--- src/rtl/evsync_pwm_pkg.sv ---
package evsync_pwm_pkg;
  typedef enum logic {
    EDGE_DELAY_RISE = 1'b0,
    EDGE_DELAY_FALL = 1'b1
  } edge_delay_e;
endpackage

--- src/rtl/evsync_edge.sv ---
module evsync_edge #(
  parameter int STAGES = 2
) (
  input  logic clk,
  input  logic rst_n,
  input  logic async_in,
  output logic rise_pulse
);
  logic [STAGES-1:0] chain;
  logic              last_q;

  generate
    for (genvar i = 0; i < STAGES; i++) begin : g_stage
      always_ff @(posedge clk) begin
        if (!rst_n) chain[i] <= 1'b0;
        else if (i == 0) chain[i] <= async_in;
        else chain[i] <= chain[(i == 0) ? 0 : i-1];
      end
    end
  endgenerate

  always_ff @(posedge clk) begin
    if (!rst_n) last_q <= 1'b0;
    else last_q <= chain[STAGES-1];
  end

  assign rise_pulse = chain[STAGES-1] & ~last_q;
endmodule

--- src/rtl/evsync_shadow.sv ---
module evsync_shadow #(
  parameter int CNT_W = 12,
  parameter int DLY_W = 8
) (
  input  logic             clk,
  input  logic             rst_n,
  input  logic             wr,
  input  logic [CNT_W-1:0] wr_cmpa,
  input  logic [CNT_W-1:0] wr_cmpb,
  input  logic [DLY_W-1:0] wr_red,
  input  logic [DLY_W-1:0] wr_fed,
  input  logic             load,
  output logic [CNT_W-1:0] act_cmpa,
  output logic [CNT_W-1:0] act_cmpb,
  output logic [DLY_W-1:0] act_red,
  output logic [DLY_W-1:0] act_fed,
  output logic             pending,
  output logic             err
);
  logic [CNT_W-1:0] sh_cmpa, sh_cmpb;
  logic [DLY_W-1:0] sh_red, sh_fed;
  logic             sh_ok;

  assign sh_ok = (sh_cmpb > sh_cmpa) && (sh_red > sh_fed);

  always_ff @(posedge clk) begin
    if (!rst_n) begin
      sh_cmpa  <= '0;
      sh_cmpb  <= '0;
      sh_red   <= '0;
      sh_fed   <= '0;
      act_cmpa <= '0;
      act_cmpb <= '1;
      act_red  <= '0;
      act_fed  <= '0;
      pending  <= 1'b0;
      err      <= 1'b0;
    end else begin
      if (wr) begin
        sh_cmpa <= wr_cmpa;
        sh_cmpb <= wr_cmpb;
        sh_red  <= wr_red;
        sh_fed  <= wr_fed;
      end
      if (load && pending) begin
        if (sh_ok) begin
          act_cmpa <= sh_cmpa;
          act_cmpb <= sh_cmpb;
          act_red  <= sh_red;
          act_fed  <= sh_fed;
        end else begin
          err <= 1'b1;
        end
      end
      if (wr) pending <= 1'b1;
      else if (load) pending <= 1'b0;
    end
  end
endmodule

--- src/rtl/evsync_counter.sv ---
module evsync_counter #(
  parameter int CNT_W = 12
) (
  input  logic             clk,
  input  logic             rst_n,
  input  logic             restart,
  output logic [CNT_W-1:0] count,
  output logic             enable
);
  localparam logic [CNT_W-1:0] CNT_MAX = '1;
  logic running;

  always_ff @(posedge clk) begin
    if (!rst_n) begin
      count   <= '0;
      running <= 1'b0;
    end else if (restart) begin
      count   <= '0;
      running <= 1'b1;
    end else if (count != CNT_MAX) begin
      count <= count + 1'b1;
    end
  end

  assign enable = running && (count != CNT_MAX);
endmodule

--- src/rtl/evsync_deadband.sv ---
module evsync_deadband #(
  parameter int                           DLY_W = 8,
  parameter evsync_pwm_pkg::edge_delay_e  EDGE  = evsync_pwm_pkg::EDGE_DELAY_RISE
) (
  input  logic             clk,
  input  logic             rst_n,
  input  logic             din,
  input  logic             force_low,
  input  logic [DLY_W-1:0] dly,
  output logic             dout
);
  logic [DLY_W-1:0] wait_q;

  generate
    if (EDGE == evsync_pwm_pkg::EDGE_DELAY_RISE) begin : g_rise
      always_ff @(posedge clk) begin
        if (!rst_n || force_low || !din) begin
          dout   <= 1'b0;
          wait_q <= '0;
        end else if (wait_q == dly) begin
          dout <= 1'b1;
        end else begin
          wait_q <= wait_q + 1'b1;
        end
      end
    end else begin : g_fall
      always_ff @(posedge clk) begin
        if (!rst_n || force_low) begin
          dout   <= 1'b0;
          wait_q <= '0;
        end else if (din) begin
          dout   <= 1'b1;
          wait_q <= '0;
        end else if (dout) begin
          if (wait_q == dly) dout <= 1'b0;
          else wait_q <= wait_q + 1'b1;
        end
      end
    end
  endgenerate
endmodule

--- src/rtl/evsync_pwm.sv ---
module evsync_pwm #(
  parameter int CNT_W = 12,
  parameter int DLY_W = 8
) (
  input  logic             clk,
  input  logic             rst_n,
  input  logic             zcd_in,
  input  logic             cfg_valid,
  output logic             cfg_ready,
  input  logic [CNT_W-1:0] cfg_cmpa,
  input  logic [CNT_W-1:0] cfg_cmpb,
  input  logic [DLY_W-1:0] cfg_red,
  input  logic [DLY_W-1:0] cfg_fed,
  output logic             gate_act,
  output logic             gate_syn,
  output logic             cfg_pending,
  output logic             cfg_err
);
  logic             sync_pulse;
  logic             cfg_fire;
  logic [CNT_W-1:0] cnt;
  logic             cnt_en;
  logic [CNT_W-1:0] a_cmpa, a_cmpb;
  logic [DLY_W-1:0] a_red, a_fed;
  logic             req_act, req_syn;

  always_ff @(posedge clk) begin
    if (!rst_n) cfg_ready <= 1'b0;
    else cfg_ready <= 1'b1;
  end

  assign cfg_fire = cfg_valid && cfg_ready;

  evsync_edge #(.STAGES(2)) u_edge (
    .clk(clk), .rst_n(rst_n), .async_in(zcd_in), .rise_pulse(sync_pulse)
  );

  evsync_shadow #(.CNT_W(CNT_W), .DLY_W(DLY_W)) u_shadow (
    .clk(clk), .rst_n(rst_n), .wr(cfg_fire),
    .wr_cmpa(cfg_cmpa), .wr_cmpb(cfg_cmpb), .wr_red(cfg_red), .wr_fed(cfg_fed),
    .load(sync_pulse),
    .act_cmpa(a_cmpa), .act_cmpb(a_cmpb), .act_red(a_red), .act_fed(a_fed),
    .pending(cfg_pending), .err(cfg_err)
  );

  evsync_counter #(.CNT_W(CNT_W)) u_cnt (
    .clk(clk), .rst_n(rst_n), .restart(sync_pulse), .count(cnt), .enable(cnt_en)
  );

  // action qualifier: set/clear events expressed as count windows
  assign req_act = cnt_en && (cnt < a_cmpa);
  assign req_syn = cnt_en && (cnt >= a_cmpb);

  evsync_deadband #(.DLY_W(DLY_W), .EDGE(evsync_pwm_pkg::EDGE_DELAY_RISE)) u_db_act (
    .clk(clk), .rst_n(rst_n), .din(req_act), .force_low(!cnt_en),
    .dly(a_red), .dout(gate_act)
  );

  evsync_deadband #(.DLY_W(DLY_W), .EDGE(evsync_pwm_pkg::EDGE_DELAY_FALL)) u_db_syn (
    .clk(clk), .rst_n(rst_n), .din(req_syn), .force_low(!cnt_en),
    .dly(a_fed), .dout(gate_syn)
  );
endmodule

--- config.mk ---
export PLATFORM = sky130hd
export DESIGN_NAME = evsync_pwm
export DESIGN_NICKNAME = d
export VERILOG_FILES = /design/src/rtl/evsync_pwm_pkg.sv /design/src/rtl/evsync_edge.sv /design/src/rtl/evsync_shadow.sv /design/src/rtl/evsync_counter.sv /design/src/rtl/evsync_deadband.sv /design/src/rtl/evsync_pwm.sv
export SDC_FILE = /design/constraint.sdc
export NUM_CORES = 1
export LEC_CHECK = 0
export BUFFER_PORTS_ARGS = -buffer_cell sky130_fd_sc_hd__buf_2
export CORE_MARGIN = 1.5
export CORE_UTILIZATION = 54
export DETAILED_ROUTE_END_ITERATION = 10
export GPL_TIMING_DRIVEN = 0
export HOLD_SLACK_MARGIN = 0.06
export MAX_ROUTING_LAYER = met4
export PLACE_DENSITY = 0.76
export SETUP_SLACK_MARGIN = 0.5
export SYNTH_ARGS = -nofsm -noshare
export SYNTH_HDL_FRONTEND = slang
export SYNTH_SLANG_ARGS = --single-unit
--- constraint.sdc ---
create_clock -name clk -period 2.15 [get_ports clk]
set_clock_uncertainty 0.1 [all_clocks]
set_input_delay 0.215 -clock clk [delete_from_list [all_inputs] [get_ports clk]]
set_output_delay 0.215 -clock clk [all_outputs]
set_load 0.005 [all_outputs]
* Yosys cells after proc, flatten, opt, wreduce, memory -nomap -nowiden
Index checks and enable logic that the tools add are counted.
Widths: inputs -> output; s select.
** Storage, ports and cells
- Bits of input ports :: 44
- Output and inout port bits :: 5
- Flip-flop bits (word level) :: 117
** Operators by class
- Multiplexer cells :: 6
- Bitwise logic cells :: 5
- Equality and inequality tests :: 3
- Add/subtract/negate cells :: 3
- Order comparisons :: 4
- Reductions and logical operators :: 17
** Operators by type and width (number)
- $add 8x1->8 const B :: 2
- $eq 8x8->1 :: 2
- $add 12x1->12 const B :: 1
- $ge 12x12->1 :: 1
- $gt 12x12->1 :: 1
- $lt 12x12->1 :: 1
- $ne 12x12->1 const B :: 1
- $gt 8x8->1 :: 1
- $logic_and 1x1->1 :: 6
- $mux 1 :: 6
- $reduce_and 2->1 :: 3
- $not 1->1 :: 4
- $reduce_or 2->1 :: 2
- $logic_not 1->1 :: 3
- $logic_or 1x1->1 :: 2
- $reduce_bool 2->1 :: 1
- $and 1x1->1 :: 1

* Depth between registers and ports, before layout
Gate-level depths: netlist of run 1.
- Word-level depth :: 5
- Mapped depth :: 10
- Mapped depth without buffers :: 8

* Cells and area by module
A second synthesis of run 1 with hierarchy kept.
** Unflattened totals
- Cells, all modules :: 664
- Area total of the unflattened synthesis :: 6125.9 µm²
** By module, submodules not included
- evsync_shadow :: seq. area each 1641.6 µm², cells each 383, times used 1, area an instance 3679.8 µm²
- evsync_pwm :: seq. area each 20.0 µm², cells each 82, times used 1, area an instance 631.9 µm²
- evsync_counter :: seq. area each 260.2 µm², cells each 66, times used 1, area an instance 620.6 µm²
- evsync_deadband (u_db_act) :: seq. area each 180.2 µm², cells each 67, times used 1, area an instance 565.5 µm²
- evsync_deadband (u_db_syn) :: seq. area each 180.2 µm², cells each 59, times used 1, area an instance 535.5 µm²
- evsync_edge :: seq. area each 60.1 µm², cells each 7, times used 1, area an instance 92.6 µm²

* Worst setup path after synthesis of run 1
OpenSTA, ideal clock, no wires.
- Path kind :: flip-flop to flip-flop
- From :: reg u_shadow.sh_fed[1]
- To :: reg u_shadow.act_cmpa[10]
- Stages on the path, launching flop included :: 11
- Path buffers :: 2
- Arrival time :: 1.850 ns
- Setup slack :: 0.081 ns
- Clock period less this slack :: 2.069 ns
- Cell sequence :: dfxtp_1 inv_1 ha_1 nor2b_4 o211ai_2 a211oi_2 a211oi_2 nor3_2 buf_6 buf_12 mux2i_1
** On the way
- Cells in the longest elaborated chain, start to end :: 3
** Ends and longest elaborated chain
- start, declared :: RTL line evsync_shadow.sv:21 : logic [DLY_W-1:0] sh_red, sh_fed;
- start signal, assigned :: RTL line evsync_shadow.sv:43 : sh_fed <= wr_fed;
- $gt 8x8->1 :: RTL line evsync_shadow.sv:24 : assign sh_ok = (sh_cmpb > sh_cmpa) && (sh_red > sh_fed);
- $logic_and 1x1->1 :: RTL line evsync_shadow.sv:24
- $reduce_and 2->1 (no line)
- end signal, assigned :: RTL line evsync_shadow.sv:47 : act_cmpa <= sh_cmpa;
- end, declared :: RTL line evsync_shadow.sv:13 : output logic [CNT_W-1:0] act_cmpa,
No other way between the ends.
A chain may end at the register's enable or synchronous reset.

* Worst setup path after layout of run 1
- From :: reg u_shadow.sh_fed[6]
- To :: reg u_shadow.act_cmpa[4]
The elaborated chain is that of the path after synthesis.

==> flow_summary.toml, run 1 <==
[power]
finalPower_mw = 6.13
combPwrFrac_pct = 13.0
p_sw_mw = 1.61
p_int_mw = 4.52
ir_drop_mv = 0.670
power_frac_seq_pct = 37.2
p_clk_share_pct = 49.8
leakagePower_nw = 3.55
sw_frac_of_total_pct = 26.2
power_density_nw_per_um2 = 710

[status]
status = "complete, but fails checks"
violations = "setup timing"

[route]
drt_iter0_drc = 570
num_vias = 6129
finalWirelength_um = 22600
ant_nets = 0
avgRoutedWirePerCell_um = 22.9
drc = 0
first_pass_iters = 5
vias_per_cell = 6.20

[logic_synthesis]
synth_ff_type = "dfxtp_1"
synth_top_cell_by_area = "dfxtp_1"
synth.distinct_cells = 48
synth_edf_count = 0
ys_warn_count = 0
synth.top_cell.area_share_pct = 39.3
syn_area_um2 = 5970
syn_inst = 672
synth-seq-cells = 117
async_reset_ff_share_pct = 0
postSynthAreaPerCell_um2 = 8.88
yosysSeqAreaShare_pct = 39.3
syn_nets = 762
yosys-top-cells-area = "dfxtp_1, ha_1, nand2_1"

[job]
cap_viol_max_count = 0

[critical_path]
crit_type = "reg -> reg"
r2r_start = "u_shadow.sh_fed[6]"
cp.arrival_ns = 2.82
r2r_slack_ns = -0.32
critical_path_required_ns = 2.50
crit_fanout = 5
cp-start-kind = "flop"
critPathCaptureType = "flop"
reg2regPathDepth = 10
r2r-end = "u_shadow.act_cmpa[4]"
startpoint = "u_shadow.sh_fed[6]"

[global_route]
antenna_found_initial = 1
track_usage_pct = 34.4
grt_max_degree = 17
overflow = 0
grt_pass1_vias = 5826
grt_pass1_wl_um = 29500

[place]
dp_hpwl_um = 9970
dp_cells = 860
io_buffers = 48
place.gp.congestion = 0.886

[timing]
relSlewSlack_pct = 41.7
rsz0062_at_grt = "true"
final.setup.worst_slack_ns = -0.319
hold_violations = 0
setup_viol = 40
tightest_slew_ns = 0.875
fmax_ghz = 0.405
maxSlewViolCount = 0
finalCritPeriodShare_pct = 115
period_needed_ns = 2.47

[floorplanning]
core-area_um2 = 10800
die_width_um = 108
start_util_pct = 55.3
die_area_um2 = 11700
ios = 49
die_h_um = 108
rows = 38

[clocking]
cts_buffer_depth = 2
clk_pin_slew_ns = 0.06
root_buffer = "clkbuf_8"
cts_made_buffers = 17
clock-sinks = 117
insertion_delay_ns = 0.56
cts.htree.levels = 4
cts_tree = "done"

[finish]
finalNonFillerCells = 989
drive_above_1_share_pct = 34.9
final_core_util_pct = 80.0
layout_common_cells = "nand2_1, dfxtp_1, buf_2"
area_growth_syn_to_layout_pct = 44.7
nNetsFinal = 925
final_common_cell = "nand2_1"

[worst_hold_path]
hp-start = "cfg_valid"
hold_path.class = "in -> reg"
whs_endpoint = "u_shadow.sh_fed[6]"
holdPathStages = 5
## how the worst max path moves through the flow
stage               cells past startpoint                    end  slack, ns
global route                            8  u_shadow.act_cmpb[10]      -0.34
floorplan                              10  u_shadow.act_cmpa[10]       0.10
global placement                        9  u_shadow.act_cmpb[10]      -0.21
finish                                 10   u_shadow.act_cmpa[4]      -0.32
detailed placement                      9   u_shadow.act_cmpb[8]      -0.26
CTS                                     9    u_shadow.act_fed[4]      -0.05
## worst max-delay path, stage by stage, from the launching register on
cell     delay (ns)
dfxtp_2        0.36
inv_1          0.05
ha_1           0.33
nand3_1        0.16
nor2_1         0.08
a21oi_2        0.23
nand3_2        0.19
nor3_4         0.29
buf_6          0.18
buf_6          0.11
mux2i_1        0.29
## flip-flops by register name (all words and copies together) (netlist names)
register	count
u_cnt.count	12
u_shadow.act_cmpa	12
u_shadow.act_cmpb	12
u_shadow.sh_cmpa	12
u_shadow.sh_cmpb	12
u_db_act.wait_q	8
u_db_syn.wait_q	8
u_shadow.act_fed	8
u_shadow.act_red	8
u_shadow.sh_fed	8
u_shadow.sh_red	8
u_edge.chain	2
cfg_ready	1
u_cnt.running	1
u_db_act.dout	1
u_db_syn.dout	1
u_edge.last_q	1
u_shadow.err	1
u_shadow.pending	1
## routing by layer
| metal | wire length (um) | GRT usage (%) | vias to the layer above | share of wire, % |
|---|---|---|---|---|
| li1 | - | - | 2615 | - |
| met1 | 8460 | 37.6 | 2927 | 37 |
| met2 | 10900 | 58.9 | 451 | 48 |
| met3 | 1810 | 7.84 | 136 | 8.0 |
| met4 | 1500 | 17.0 | 0 | 6.6 |
| met5 | 0 | - | - | 0 |
## area by class of cell
| cell class | instances | area [um2] |
|---|---|---|
| multi-input cells | 470 | 3890 |
| flip-flops and latches | 117 | 2410 |
| fillers | 482 | 2160 |
| repair buffers | 141 | 1120 |
| clock buffers | 24 | 502 |
| inverters | 58 | 218 |
| plain buffers | 30 | 198 |
| well taps | 140 | 175 |
| clock inverters | 8 | 118 |
| diodes | 1 | 2.50 |
## per-stage QoR
stage / hold slack (ns) / setup slack [ns] / instance area (um2) / TNS, ns
after floorplan: 0.143 / 0.102 / 6050 / 0
after global placement: 0.234 / -0.206 / 6470 / -6.14
after detailed placement: 0.233 / -0.262 / 6470 / -7.48
after CTS: 0.152 / -0.0545 / 8180 / -0.566
after global routing: 0.192 / -0.336 / 8640 / -10.61
final: 0.150 / -0.319 / 8640 / -8.35
## power by group through the flow
stage / clock network, mW / logic, mW / registers (mW)
final: 3.05 / 0.798 / 2.28
after global routing: 3.10 / 0.835 / 2.28
after CTS: 2.97 / 0.640 / 2.27
after detailed placement: 0 / 0.437 / 2.31
after global placement: 0 / 0.419 / 2.31
after floorplan: 0 / 0.312 / 2.30
## cells by family (layout without fill, tap and decap cells)
group                      after synthesis  after routing  share of synthesized area, %
muxes                                   32             32                          5.37
DFF                                    117            117                          39.3
and+or+nand+nor                        237            237                          18.1
buffers and inverters                   88            261                          6.35
AOI/OAI and AO/OA                      113            116                          15.5
xor gates and xnor gates                39             39                          5.72
other                                    0              1                             0
adders and majority gates               46             46                          9.65
## cell usage after synthesis (16+ instances only)
library cell and n:
a21boi_1 28, clkbuf_1 25, dfxtp_1 117, ha_1 46
inv_1 58, mux2i_1 32, nand2_1 146, nand4_1 16
nor2_1 18, xor2_1 25
## timing repair
| action | in CTS | in global routing |
|---|---|---|
| hold endpoints to repair | 42 | 0 |
| hold buffers | 42 | 0 |
| buffers inserted | 29 | 19 |
| cloned | 3 | 3 |
| endpoints found under the setup margin | 65 | 85 |
| gates resized for setup | 87 | 74 |
| pin swaps | 24 | 34 |
(Power assumes the default switching activity.)
==> run 2: changes to the inputs <==
Settings changed: SKIP_CTS_REPAIR_TIMING from default to 1.
==> run 2 against run 1 <==
  * Final area is 4.2% lower
  * Critical path type unchanged
  * Largest power group unchanged
  * Utilization fell by 3.3 points
  * Global-route usage shrank 8.6 points
  * Critical endpoint is now u_shadow.act_cmpb[4]
  * The run still ends with setup timing left
  * Clock-buffer cell count stayed put
==> flow_summary.toml, run 2 (same netlist as run 1, synthesis figures left out) <==
[status]
status = "complete, but fails checks"
violations = "setup timing"

[floorplanning]
die_h_um = 108
rows = 38
core-area_um2 = 10800
die_area_um2 = 11700
die_width_um = 108
start_util_pct = 55.3
ios = 49

[finish]
layout_common_cells = "nand2_1, dfxtp_1, inv_1, buf_2, dlygate4sd3_1"
drive_above_1_share_pct = 30.0
final_core_util_pct = 76.7
finalNonFillerCells = 966
final_common_cell = "nand2_1"
antenna_cells = 0
fin_area_um2 = 8280
nNetsFinal = 903
area_growth_syn_to_layout_pct = 38.7

[power]
ir_drop_mv = 0.504
p_int_mw = 4.48
p_clk_share_pct = 50.2
combPwrFrac_pct = 11.6
power_density_nw_per_um2 = 720
p_sw_mw = 1.49
sw_frac_of_total_pct = 24.9
finalPower_mw = 5.96
leakagePower_nw = 3.41
power_frac_seq_pct = 38.2

[clocking]
cts_buffer_depth = 2
clk_pin_slew_ns = 0.06
cts_made_buffers = 17
clock-sinks = 117
cts.htree.levels = 4
root_buffer = "clkbuf_8"
insertion_delay_ns = 0.54
cts_tree = "done"

[timing]
setup_viol = 41
maxSlewViolCount = 0
relSlewSlack_pct = 55.9
tightest_slew_ns = 0.661
finalCritPeriodShare_pct = 112
fin_tns_setup_ns = -8.15
final.setup.worst_slack_ns = -0.247
fin_hold_ws_ns = 0.190
fmax_ghz = 0.417
rsz0062_at_grt = "true"
hold_violations = 0
period_needed_ns = 2.40

[worst_hold_path]
hold_path.class = "in -> reg"

[critical_path]
cp_slowest_cell = "or3_4"
crit_buf_inv = 2
cp-start-kind = "flop"
crit_fanout = 6
critical_path_required_ns = 2.52
max_stage_delay_ns = 0.47
critPathCaptureType = "flop"
cp_cell_sequence = "inv_2, ha_4, nor2b_4, o211ai_2, a211oi_2, a211oi_4, or3_4, clkbuf_16, o211ai_2"
critical_path.top_delay_family = "compound AO/OA/AOI/OAI gates"
crit_top_cell = "o211ai_2"
crit_type = "reg -> reg"
cp.arrival_ns = 2.76

[global_route]
overflow = 0
grt_pass1_vias = 4817
antenna_found_initial = 0
grt_max_degree = 17
grt_pass1_wl_um = 22800
track_usage_pct = 25.9

[place]
dp_cells = 860
place_area_um2 = 6470
dp_hpwl_um = 9970
place.gp.congestion = 0.886
post-place-ws_ns = -0.262
io_buffers = 48

[job]
cap_viol_max_count = 0

[route]
drc = 0
avgRoutedWirePerCell_um = 19.4
first_pass_iters = 7
finalWirelength_um = 18800
num_vias = 5552
drt_iter0_drc = 322
vias_per_cell = 5.75
ant_nets = 0
run 2: cell types whose count changed in the layout (fill, tap and decap cells not counted), moves of 3 or more:
cell     previous run  this run
dfxtp_1            73        88
nor2_4              6         1
nor2_2              8        12
a21oi_2             4         7
dfxtp_2            39        24
buf_6              11         3
inv_2              12         9
buf_4              40        24
ha_1               26        31
inv_1              46        49
ha_4               20        14
run 2: layer usage:
layer	vias up	GRT usage, %	routed length, um
li1	2563	-	-
met1	2688	32.1	7370
met2	236	41.3	9680
met3	65	6.21	1110
met4	0	8.65	604
met5	-	-	0
run 2: tightest hold or removal path, cell delays in order:
cell and delay (ns):
buf_2 0.11, and2_1 0.16, clkbuf_1 0.14, nand2_1 0.09
a21boi_0 0.08
run 2: path summary, 6_finish.rpt:
| path | startpoint | to | slack [ns] | cells after the start |
|---|---|---|---|---|
| setup / recovery | u_shadow.sh_fed[1] | u_shadow.act_cmpb[4] | -0.25 | 9 |
| setup reg to reg | u_shadow.sh_fed[1] | u_shadow.act_cmpb[4] | -0.25 | 9 |
| hold reg to reg | u_edge.chain[0] | u_edge.chain[1] | 0.36 | 1 |
| hold / removal | cfg_valid | u_shadow.sh_fed[6] | 0.19 | 5 |
run 2: cell type report:
type	instances	area (um2)
Buffer	30	189
Clock buffer	24	502
Clock inverter	8	118
Fill cell	574	2520
Inverter	58	218
Multi-Input combinational cell	470	3740
Sequential cell	117	2390
Tap cell	140	175
Timing Repair Buffer	119	945
run 2: power groups by stage:
stage / Combinational [mW] / Sequential (mW) / Clock (mW)
5_1_grt: 0.731 / 2.28 / 3.09
6_report: 0.692 / 2.28 / 2.99
3_3_place_gp: 0.419 / 2.31 / 0
4_1_cts: 0.446 / 2.27 / 2.97
3_5_place_dp: 0.437 / 2.31 / 0
2_1_floorplan: 0.312 / 2.30 / 0
